**src/rtl/dep_ins_pkg.sv**
```systemverilog
package dep_ins_pkg;
  localparam int RRPV_W   = 2;
  localparam int CLASS_W  = 2;
  localparam int NUM_CLS  = 3;
  localparam int LFSR_W   = 8;
  localparam int CFG_W    = LFSR_W + 1;
  localparam logic [RRPV_W-1:0] RRPV_NEAR    = '0;
  localparam logic [RRPV_W-1:0] RRPV_DISTANT = '1;

  localparam logic [CLASS_W-1:0] DEP_RD  = 2'd0;
  localparam logic [CLASS_W-1:0] DEP_WR  = 2'd1;
  localparam logic [CLASS_W-1:0] DEP_RW  = 2'd2;
  localparam logic [CLASS_W-1:0] DEP_RSV = 2'd3;

  localparam logic [1:0] CFG_THR_ADDR = 2'd3;

  typedef struct packed {
    logic respLoad;
    logic hitUpd;
    logic fillUpd;
    logic evictUpd;
  } insStrobe_t;
endpackage

```
**src/rtl/ins_lfsr.sv**
```systemverilog
module ins_lfsr #(
  parameter int W = 8,
  parameter logic [W-1:0] TAPS = 8'hB8
) (
  input  logic         clk,
  input  logic         rstN,
  output logic [W-1:0] q
);
  always_ff @(posedge clk or negedge rstN) begin
    if (!rstN) q <= W'(1);
    else if (q[0]) q <= (q >> 1) ^ TAPS;
    else q <= q >> 1;
  end
endmodule

```
**src/rtl/ins_ctrl.sv**
```systemverilog
module ins_ctrl
  import dep_ins_pkg::*;
(
  input  logic       accValid,
  input  logic       accHit,
  input  logic       setHasInvalid,
  output insStrobe_t strobe
);
  always_comb begin
    strobe.respLoad = accValid;
    strobe.hitUpd   = accValid && accHit;
    strobe.fillUpd  = accValid && !accHit && setHasInvalid;
    strobe.evictUpd = accValid && !accHit && !setHasInvalid;
  end
endmodule

```
**src/rtl/ins_datapath.sv**
```systemverilog
module ins_datapath
  import dep_ins_pkg::*;
#(
  parameter int NUM_SETS = 16,
  parameter int NUM_WAYS = 4,
  localparam int SET_W = $clog2(NUM_SETS),
  localparam int WAY_W = $clog2(NUM_WAYS)
) (
  input  logic               clk,
  input  logic               rstN,
  input  logic [SET_W-1:0]   accSet,
  input  logic [WAY_W-1:0]   accHitWay,
  input  logic [CLASS_W-1:0] accClass,
  input  logic               cfgWe,
  input  logic [1:0]         cfgAddr,
  input  logic [CFG_W-1:0]   cfgData,
  input  logic [LFSR_W-1:0]  lfsrVal,
  input  insStrobe_t         strobe,
  output logic               setHasInvalid,
  output logic               respValid,
  output logic               respHit,
  output logic [WAY_W-1:0]   respWay,
  output logic               respFill,
  output logic [RRPV_W-1:0]  respRrpv
);
  logic [RRPV_W-1:0] rrpvQ [NUM_SETS][NUM_WAYS];
  logic [NUM_WAYS-1:0] validQ [NUM_SETS];
  logic [RRPV_W-1:0] tblRrpvQ [NUM_CLS];
  logic tblBimQ [NUM_CLS];
  logic [CFG_W-1:0] thrQ;

  logic [RRPV_W-1:0] row [NUM_WAYS];
  logic [RRPV_W-1:0] agedRow [NUM_WAYS];
  logic [RRPV_W-1:0] maxVal, ageDelta, insVal;
  logic [WAY_W-1:0] invWay, victimWay;
  logic [CLASS_W-1:0] clsIdx;
  logic belowThr;

  always_comb begin
    for (int w = 0; w < NUM_WAYS; w++) row[w] = rrpvQ[accSet][w];
  end

  always_comb begin
    setHasInvalid = 1'b0;
    invWay = '0;
    for (int w = NUM_WAYS - 1; w >= 0; w--) begin
      if (!validQ[accSet][w]) begin
        setHasInvalid = 1'b1;
        invWay = WAY_W'(w);
      end
    end
  end

  always_comb begin
    maxVal = RRPV_NEAR;
    for (int w = 0; w < NUM_WAYS; w++)
      if (row[w] > maxVal) maxVal = row[w];
  end

  assign ageDelta = RRPV_DISTANT - maxVal;

  generate
    for (genvar g = 0; g < NUM_WAYS; g++) begin : g_age
      assign agedRow[g] = row[g] + ageDelta;
    end
  endgenerate

  always_comb begin
    victimWay = '0;
    for (int w = NUM_WAYS - 1; w >= 0; w--)
      if (row[w] == maxVal) victimWay = WAY_W'(w);
  end

  assign clsIdx   = (accClass == DEP_RSV) ? DEP_RW : accClass;
  assign belowThr = {1'b0, lfsrVal} < thrQ;
  assign insVal   = (tblBimQ[clsIdx] && !belowThr) ? RRPV_DISTANT : tblRrpvQ[clsIdx];

  always_ff @(posedge clk or negedge rstN) begin
    if (!rstN) begin
      for (int s = 0; s < NUM_SETS; s++) begin
        validQ[s] <= '0;
        for (int w = 0; w < NUM_WAYS; w++) rrpvQ[s][w] <= RRPV_DISTANT;
      end
    end else if (strobe.hitUpd) begin
      rrpvQ[accSet][accHitWay] <= RRPV_NEAR;
    end else if (strobe.fillUpd) begin
      validQ[accSet][invWay] <= 1'b1;
      rrpvQ[accSet][invWay]  <= insVal;
    end else if (strobe.evictUpd) begin
      for (int w = 0; w < NUM_WAYS; w++)
        rrpvQ[accSet][w] <= (WAY_W'(w) == victimWay) ? insVal : agedRow[w];
    end
  end

  always_ff @(posedge clk or negedge rstN) begin
    if (!rstN) begin
      tblRrpvQ[DEP_RD] <= 2'd2;
      tblRrpvQ[DEP_WR] <= 2'd3;
      tblRrpvQ[DEP_RW] <= 2'd1;
      for (int c = 0; c < NUM_CLS; c++) tblBimQ[c] <= 1'b0;
      thrQ <= '0;
    end else if (cfgWe) begin
      if (cfgAddr == CFG_THR_ADDR) begin
        thrQ <= cfgData;
      end else begin
        tblRrpvQ[cfgAddr] <= cfgData[RRPV_W-1:0];
        tblBimQ[cfgAddr]  <= cfgData[RRPV_W];
      end
    end
  end

  always_ff @(posedge clk or negedge rstN) begin
    if (!rstN) begin
      respValid <= 1'b0;
      respHit   <= 1'b0;
      respWay   <= '0;
      respFill  <= 1'b0;
      respRrpv  <= '0;
    end else begin
      respValid <= strobe.respLoad;
      respHit   <= strobe.hitUpd;
      respFill  <= strobe.fillUpd;
      if (strobe.hitUpd) begin
        respWay  <= accHitWay;
        respRrpv <= RRPV_NEAR;
      end else if (strobe.fillUpd) begin
        respWay  <= invWay;
        respRrpv <= insVal;
      end else if (strobe.evictUpd) begin
        respWay  <= victimWay;
        respRrpv <= insVal;
      end
    end
  end
endmodule

```
**src/rtl/dep_insert_repl.sv**
```systemverilog
module dep_insert_repl
  import dep_ins_pkg::*;
#(
  parameter int NUM_SETS = 16,
  parameter int NUM_WAYS = 4,
  localparam int SET_W = $clog2(NUM_SETS),
  localparam int WAY_W = $clog2(NUM_WAYS)
) (
  input  logic               clk,
  input  logic               rstN,
  input  logic               accValid,
  input  logic [SET_W-1:0]   accSet,
  input  logic               accHit,
  input  logic [WAY_W-1:0]   accHitWay,
  input  logic [1:0]         accClass,
  input  logic               cfgWe,
  input  logic [1:0]         cfgAddr,
  input  logic [8:0]         cfgData,
  output logic               respValid,
  output logic               respHit,
  output logic [WAY_W-1:0]   respWay,
  output logic               respFill,
  output logic [1:0]         respRrpv
);
  insStrobe_t strobe;
  logic setHasInvalid;
  logic [LFSR_W-1:0] lfsrVal;

  ins_lfsr #(.W(LFSR_W), .TAPS(8'hB8)) u_lfsr (
    .clk(clk), .rstN(rstN), .q(lfsrVal)
  );

  ins_ctrl u_ctrl (
    .accValid(accValid), .accHit(accHit),
    .setHasInvalid(setHasInvalid), .strobe(strobe)
  );

  ins_datapath #(.NUM_SETS(NUM_SETS), .NUM_WAYS(NUM_WAYS)) u_dp (
    .clk(clk), .rstN(rstN), .accSet(accSet), .accHitWay(accHitWay),
    .accClass(accClass), .cfgWe(cfgWe), .cfgAddr(cfgAddr), .cfgData(cfgData),
    .lfsrVal(lfsrVal), .strobe(strobe), .setHasInvalid(setHasInvalid),
    .respValid(respValid), .respHit(respHit), .respWay(respWay),
    .respFill(respFill), .respRrpv(respRrpv)
  );
endmodule

```
**config.mk**
```make
export PLATFORM = sky130hd
export DESIGN_NAME = dep_insert_repl
export DESIGN_NICKNAME = d
export VERILOG_FILES = /design/src/rtl/dep_ins_pkg.sv /design/src/rtl/ins_lfsr.sv /design/src/rtl/ins_ctrl.sv /design/src/rtl/ins_datapath.sv /design/src/rtl/dep_insert_repl.sv
export SDC_FILE = /design/constraint.sdc
export NUM_CORES = 1
export LEC_CHECK = 0
export BUFFER_PORTS_ARGS = -buffer_cell sky130_fd_sc_hd__buf_2
export CORE_UTILIZATION = 45
export CTS_CLUSTER_DIAMETER = 30
export DETAILED_ROUTE_END_ITERATION = 10
export SLEW_MARGIN = 15
export SYNTH_ARGS = -nofsm -noshare
export SYNTH_HDL_FRONTEND = slang
export SYNTH_SLANG_ARGS = --single-unit
export TNS_END_PERCENT = 10
```
**constraint.sdc**
```tcl
create_clock -name clk -period 8.45 [get_ports clk]
set_input_delay 1.69 -clock clk [delete_from_list [all_inputs] [get_ports clk]]
set_output_delay 1.69 -clock clk [all_outputs]
set_load 0.1 [all_outputs]
```
==> impl_metrics.py, run 1 <==
metrics = {
    "outcome": {
        "outcome": "complete, no violations",
    },
    "die": {
        "coreArea_um2": 27250,
        "die_area_um2": 28720,
        "io_pins": 31,
        "num_rows": 60,
        "fp.dieH_um": 169.5,
        "die_w_um": 169.5,
        "initial_utilization_pct": 46.30,
    },
    "timing": {
        "finalClockSkew_ns": 0.03280,
        "timing.hold.ws_ns": 0.3886,
        "timing.final.crit_share_pct": 90.44,
        "relSlewSlack_pct": 22.27,
        "setup_viol": 0,
        "fin_crit_ns": 7.642,
        "hold_viol_final": 0,
        "fin_setup_tns_ns": 0,
        "fmax_mhz": 130.9,
        "rsz0062_at_grt": "false",
        "worst_pin_slew_ns": 1.163,
        "slew_viol_final": 0,
    },
    "placement": {
        "io_buffer_count": 30,
        "routabilityCongestion": 0.9725,
        "numPlacedInstances": 1520,
        "placed_area_um2": 13010,
        "dp_hpwl_um": 24040,
    },
    "routing": {
        "route.detailed.drc": 0,
        "num_vias": 10020,
        "via_per_inst": 6.174,
        "drt-total-wl_um": 37910,
        "drt_first_iter_violations": 1140,
        "dr.pass1.iters": 8,
        "wl_per_cell_um": 23.37,
        "drtAntennaViolNets": 0,
    },
    "setup_path": {
        "critPathLaunchType": "primary input",
        "worstPathArrival_ns": 8.11,
        "cp.required_ns": 8.92,
        "reg2reg_depth": 25,
        "crit_path_max_fanout": 16,
        "r2r-start": "u_dp.rrpvQ[86]",
        "rrSetupSlack_ns": 2.01,
        "rr_endpoint": "u_dp.rrpvQ[103]",
        "critPathKind": "in2reg",
        "end_kind": "flip-flop",
    },
    "clocking": {
        "cts_setup_buffers": 0,
        "cts_buffer_depth": 3,
        "htreeDepth": 2,
        "cts_tree": "yes",
        "holdBufCountCts": 0,
        "cts.sinks": 225,
        "cts-resized-gates": 0,
        "clk_pin_slew_worst_paths_ns": 0.05,
        "cts_root_buf": "clkbuf_16",
        "clkLatencyLatePin_ns": 0.56,
        "numCtsBuffers": 54,
    },
    "min_path": {
        "hold_depth": 0,
        "min_to": "u_lfsr.q[6]",
        "min_path_type": "reg2reg",
        "hold_path.startpoint": "u_lfsr.q[7]",
    },
    "pwr": {
        "leakagePower_nw": 6.446,
        "p_comb_share_pct": 26.1,
        "switching_share_pct": 31.34,
        "ir_drop_uv": 214.7,
        "power.internal_mw": 3.356,
        "pwr-share-clk_pct": 43.6,
        "cellPowerDensity_nw_per_um2": 327.4,
        "p_total_mw": 4.888,
        "p_sw_mw": 1.532,
        "sequentialPowerShare_pct": 30.4,
    },
    "logic_synthesis": {
        "synth_area_um2": 12620,
        "syn_nets": 1216,
        "syn_inst": 1171,
        "synth.avg_cell_area_um2": 10.78,
        "synth_edf_count": 0,
        "synth-seq-area-share_pct": 45.94,
        "ys_ff_latch": 225,
        "yosysUniqueCellTypes": 87,
        "synth_ff_type": "dfstp_2",
        "yosys_warnings": 0,
        "async_reset_ff_share_pct": 100.0,
    },
    "global_routing": {
        "grt_pass1_vias": 9747,
        "antenna_found_initial": 0,
        "grt_use_total_pct": 27.04,
        "grt_pass1_wl_um": 58820,
        "grt_overflow": 0,
        "grt_max_degree": 119,
    },
    "finish": {
        "antenna_cells": 0,
        "drive_gt1_share_pct": 30.24,
        "fin_cells": 1622,
        "fill_cells": 2364,
        "syn_to_final_growth_pct": 18.32,
        "multi_input_area_um2": 6210,
        "regArea_um2": 5797,
        "post-route-cell-area_um2": 14930,
        "layout.nets": 1249,
    },
    "run": {
        "maxCapViolCount": 0,
    },
}
-- worst max path at each step --
stage	to	slack [ns]	start
detailed placement	u_dp.rrpvQ[103]	0.30	accSet[0]
CTS	u_dp.rrpvQ[103]	0.85	accSet[0]
global route	u_dp.rrpvQ[103]	0.32	accSet[0]
floorplan	u_dp.rrpvQ[118]	0.98	accSet[0]
global placement	u_dp.rrpvQ[87]	0.46	accSet[0]
finish	u_dp.rrpvQ[103]	0.81	accSet[0]
-- layout make-up --
type,count,area share [%]
inverter,24,0.6034
clock inverter,24,1.810
clock buffer,78,11.02
sequential,225,38.83
timing repair buffer,67,3.034
multi-input combinational,832,41.59
tap,372,3.117
-- per-stage QoR --
stage | setup WS, ns | utilization [%]
after floorplan | 0.9776 | -
final | 0.8081 | 54.79
after CTS | 0.8515 | 54.75
after global placement | 0.4607 | 47.72
after global routing | 0.3231 | 54.79
after detailed placement | 0.2954 | 47.72
-- sequential cells by signal, summed over array words and instances, names as in the netlist --
| register | count |
|---|---|
| u_dp.respRrpv | 2 |
| u_lfsr.q | 8 |
| u_dp.respHit | 1 |
| u_dp.tblRrpvQ | 6 |
| u_dp.validQ | 64 |
| u_dp.respValid | 1 |
| u_dp.tblBimQ | 3 |
| u_dp.rrpvQ | 128 |
| u_dp.thrQ | 9 |
| u_dp.respFill | 1 |
| u_dp.respWay | 2 |
-- power groups by stage --
| stage | Clock [mW] | Combinational (mW) | Sequential [mW] |
|---|---|---|---|
| finish | 2.13 | 1.27 | 1.48 |
| global route | 2.21 | 1.39 | 1.50 |
| global placement | 0 | 1.24 | 1.48 |
| floorplan | 0 | 0.949 | 1.46 |
| CTS | 2.15 | 1.26 | 1.48 |
| detailed placement | 0 | 1.25 | 1.49 |
-- routing by layer --
layer	wire [um]	global-route usage (%)	part of all wire, %
met1	16780	39.09	44
met4	1557	11.56	4.1
met2	16510	39.49	44
met3	3054	5.294	8.1
met5	0	0	0
-- critical path, cell delays in order --
cell and delay (ns):
buf_4 0.27, buf_4 0.31, mux4_2 0.52, mux2i_1 0.19
mux2_2 0.28, ha_1 0.27, o22ai_1 0.20, mux4_2 0.60
inv_1 0.11, ha_1 0.23, a2bb2oi_1 0.24, nor2_1 0.08
a21oi_1 0.14, ha_1 0.16, nor2b_1 0.05, o21a_1 0.20
or2_2 0.34, o21a_1 0.23, ha_1 0.32, and2b_2 0.24
a221oi_1 0.38, nor3_1 0.15, a2bb2oi_4 0.48, nor3_1 0.11
a211o_1 0.31
-- cells in the final DEF, fill, tap and decap left out, types with 35 or more instances in the layout --
master and instances:
a21o_1 35, o21ai_0 123, a22oi_1 35, dfrtp_1 92
nand2_1 132, a21oi_1 50, dfstp_2 133, nor2_1 49
clkbuf_16 57, buf_4 37
-- synth_stat cells (16+ instances only) --
cell type  number  area share (%)
dfrtp_1        92              18
nor2_1         49             1.5
o21ai_1        22            0.87
a21o_1         35             2.1
mux2i_1        28             2.2
mux2_2         25             2.2
a22o_1         29             2.0
nand2_1       132             3.9
nor3_1         26             1.0
mux4_2         22             3.9
o221ai_1       16             1.1
dfstp_2       133              28
inv_1          23            0.68
a21oi_1        50             2.0
clkbuf_1       51             1.5
a22oi_1        35             2.1
o21bai_1       32             1.9
mux4_1         20             4.2
o21ai_0       124             4.9
ha_1           21             2.1
-- cell families after synthesis --
family	count (synthesis)	synth area share [%]
buffers and inverters	114	4.928
XOR/XNOR	9	0.8330
AO/OA/AOI/OAI	418	22.57
AND/OR/NAND/NOR	286	10.78
flip-flops	225	45.94
adder cells (fa/ha/maj)	21	2.082
multiplexers	98	12.87
(Power assumes the default switching activity.)
==> run 2, diff against run 1 <==
--- a/config.mk
+++ b/config.mk
@@ -6,7 +6,7 @@
 export NUM_CORES = 1
 export LEC_CHECK = 0
 export BUFFER_PORTS_ARGS = -buffer_cell sky130_fd_sc_hd__buf_2
-export CORE_UTILIZATION = 45
+export CORE_UTILIZATION = 35
 export CTS_CLUSTER_DIAMETER = 30
 export DETAILED_ROUTE_END_ITERATION = 10
 export SLEW_MARGIN = 15
==> run 2 against run 1 <==
  * Critical path depth is 1 higher
  * Cell area increased by 2.6%
  * Global-route usage decreased by 5.4 points
  * Maximum frequency about the same
  * Routed wire length rose by 1.5%
  * Largest power group unchanged
==> impl_metrics.py, run 2 (synthesis results as in run 1) <==
metrics = {
    "timing": {
        "slew_viol_final": 0,
        "rsz0062_at_grt": "false",
        "relSlewSlack_pct": 24.92,
        "hold_viol_final": 0,
        "fin_setup_tns_ns": 0,
        "setup_viol": 0,
        "fin_crit_ns": 7.642,
        "finalClockSkew_ns": 0.03968,
        "worst_pin_slew_ns": 1.122,
        "fmax_mhz": 130.9,
        "timing.final.crit_share_pct": 90.43,
    },
    "routing": {
        "route.detailed.drc": 0,
        "wl_per_cell_um": 22.48,
        "drtAntennaViolNets": 0,
        "drt-total-wl_um": 38480,
        "dr.pass1.iters": 5,
        "via_per_inst": 5.849,
        "num_vias": 10010,
        "drt_first_iter_violations": 960,
    },
    "clocking": {
        "clk_pin_slew_worst_paths_ns": 0.05,
        "clkLatencyLatePin_ns": 0.60,
        "cts_buffer_depth": 3,
        "cts_tree": "yes",
        "htreeDepth": 2,
        "cts.sinks": 225,
        "cts_root_buf": "clkbuf_16",
        "cts-resized-gates": 0,
        "numCtsBuffers": 56,
        "cts_setup_buffers": 0,
        "holdBufCountCts": 0,
    },
    "die": {
        "io_pins": 31,
        "initial_utilization_pct": 35.56,
        "num_rows": 69,
        "fp.dieH_um": 191.9,
        "die_area_um2": 36820,
        "die_w_um": 191.9,
        "coreArea_um2": 35480,
    },
    "finish": {
        "largest-register": "u_dp.rrpvQ",
        "drive_gt1_share_pct": 30.62,
        "multi_input_area_um2": 6205,
        "fill_cells": 3293,
        "layout_commonest_cell": "dfstp_2",
        "regArea_um2": 5797,
        "top_regs": "u_dp.rrpvQ x128, u_dp.validQ x64, u_dp.thrQ x9",
        "final_util_pct": 43.18,
        "layout_common_cells": "133 x dfstp_2, 132 x nand2_1, 123 x o21ai_0, 92 x dfrtp_1, 57 x clkbuf_16",
        "largest_register_ffs": 128,
        "antenna_cells": 0,
        "syn_to_final_growth_pct": 21.41,
        "layout.nets": 1251,
    },
    "global_routing": {
        "grt_use_total_pct": 21.66,
        "antenna_found_initial": 0,
        "grt_overflow": 0,
        "grt_max_degree": 112,
        "grt_pass1_wl_um": 59880,
        "grt_pass1_vias": 9896,
    },
    "pwr": {
        "p_comb_share_pct": 24.0,
        "leakagePower_nw": 6.590,
        "sequentialPowerShare_pct": 28.1,
        "switching_share_pct": 30.28,
        "ir_drop_uv": 211.3,
        "power.internal_mw": 3.664,
        "cellPowerDensity_nw_per_um2": 343.0,
        "p_sw_mw": 1.591,
        "pwr-share-clk_pct": 47.9,
    },
    "setup_path": {
        "critical_path.top_delay_family": "compound AO/OA/AOI/OAI gates",
        "critPathKind": "in2reg",
        "worstPathArrival_ns": 8.15,
        "end_kind": "flip-flop",
        "critPathBufInv": 4,
        "critPathLaunchType": "primary input",
        "crit_path_max_fanout": 34,
        "cp_common_cell": "ha_1",
        "slowest_delay_ns": 0.60,
        "cp.required_ns": 8.96,
        "cp_slowest_cell": "mux4_2",
    },
    "run": {
        "maxCapViolCount": 0,
    },
    "placement": {
        "io_buffer_count": 30,
        "dp_hpwl_um": 24480,
        "routabilityCongestion": 0.8918,
    },
    "min_path": {
        "min_path_type": "reg2reg",
    },
    "outcome": {
        "outcome": "complete, no violations",
    },
}
[run 2: cell count changes in the layout (fill, tap and decap cells not counted)]
| cell | before | now |
|---|---|---|
| bufinv_16 | 5 | 17 |
| clkbuf_1 | 7 | 2 |
| clkbuf_8 | 14 | 7 |
| clkinv_2 | 10 | 5 |
| clkinv_4 | 2 | 4 |
| clkinvlp_4 | 7 | 1 |
| inv_6 | 0 | 9 |
| inv_8 | 0 | 1 |
| nor3_1 | 24 | 25 |
| nor3_2 | 2 | 1 |
[run 2: worst paths after layout]
| kind | slack, ns | depth (start not counted) | endpoint | startpoint |
|---|---|---|---|---|
| min in group asynchronous | 1.16 | 1 | u_dp.validQ[41] | rstN |
| min reg2reg | 0.39 | 0 | u_lfsr.q[6] | u_lfsr.q[7] |
| max reg2reg | 1.92 | 25 | u_dp.rrpvQ[103] | u_dp.rrpvQ[86] |
| min | 0.39 | 0 | u_lfsr.q[6] | u_lfsr.q[7] |
| max | 0.81 | 26 | u_dp.rrpvQ[103] | accSet[0] |
| max in group asynchronous | 6.02 | 2 | u_dp.validQ[28] | rstN |
[run 2: worst register-to-register path, delay by kind of cell, from the launching register on]
kind | cells | cell delay (ns)
AO/OA/AOI/OAI | 9 | 2.35
buffers and inverters | 2 | 0.15
multiplexers | 3 | 1.41
flip-flops | 1 | 0.38
adder cells (fa/ha/maj) | 4 | 1.02
AND/OR/NAND/NOR | 7 | 1.13
[run 2: cell type report]
type                            instances  share of cell area (%)
Timing Repair Buffer                   67                   2.957
Clock buffer                           66                   9.989
Inverter                               24                  0.5880
Tap cell                              461                   3.765
Multi-Input combinational cell        832                   40.50
Sequential cell                       225                   37.84
Clock inverter                         37                   4.361
[run 2: power by group through the flow]
stage               sequential (mW)  combinational [mW]  clock (mW)
finish                         1.48                1.26        2.52
global route                   1.50                1.38        2.61
CTS                            1.47                1.25        2.54
detailed placement             1.49                1.25           0
global placement               1.48                1.22           0
floorplan                      1.46               0.949           0
[run 2: per-stage QoR]
stage          power, mW  worst slack, ns  instances  instance area, um^2  hold WS [ns]
2_1_floorplan      2.410           0.9776       1171                12620        0.3597
3_3_place_gp       2.706           0.4636       1609                13120        0.3704
3_5_place_dp       2.733           0.2572       1609                13120        0.3699
4_1_cts            5.269           0.8511       1712                15320        0.3909
5_1_grt            5.483           0.3983       1712                15320        0.4021
6_report           5.255           0.8083       1712                15320        0.3875
[run 2: metal layers]
metal	GRT usage, %	wire length (um)	part of all wire (%)	vias to the layer above
met2	32.94	17450	45	406
met3	4.129	2604	6.8	92
met4	9.096	1318	3.4	0
met5	0	0	0	-
met1	30.05	17110	44	5044
li1	-	-	-	4471
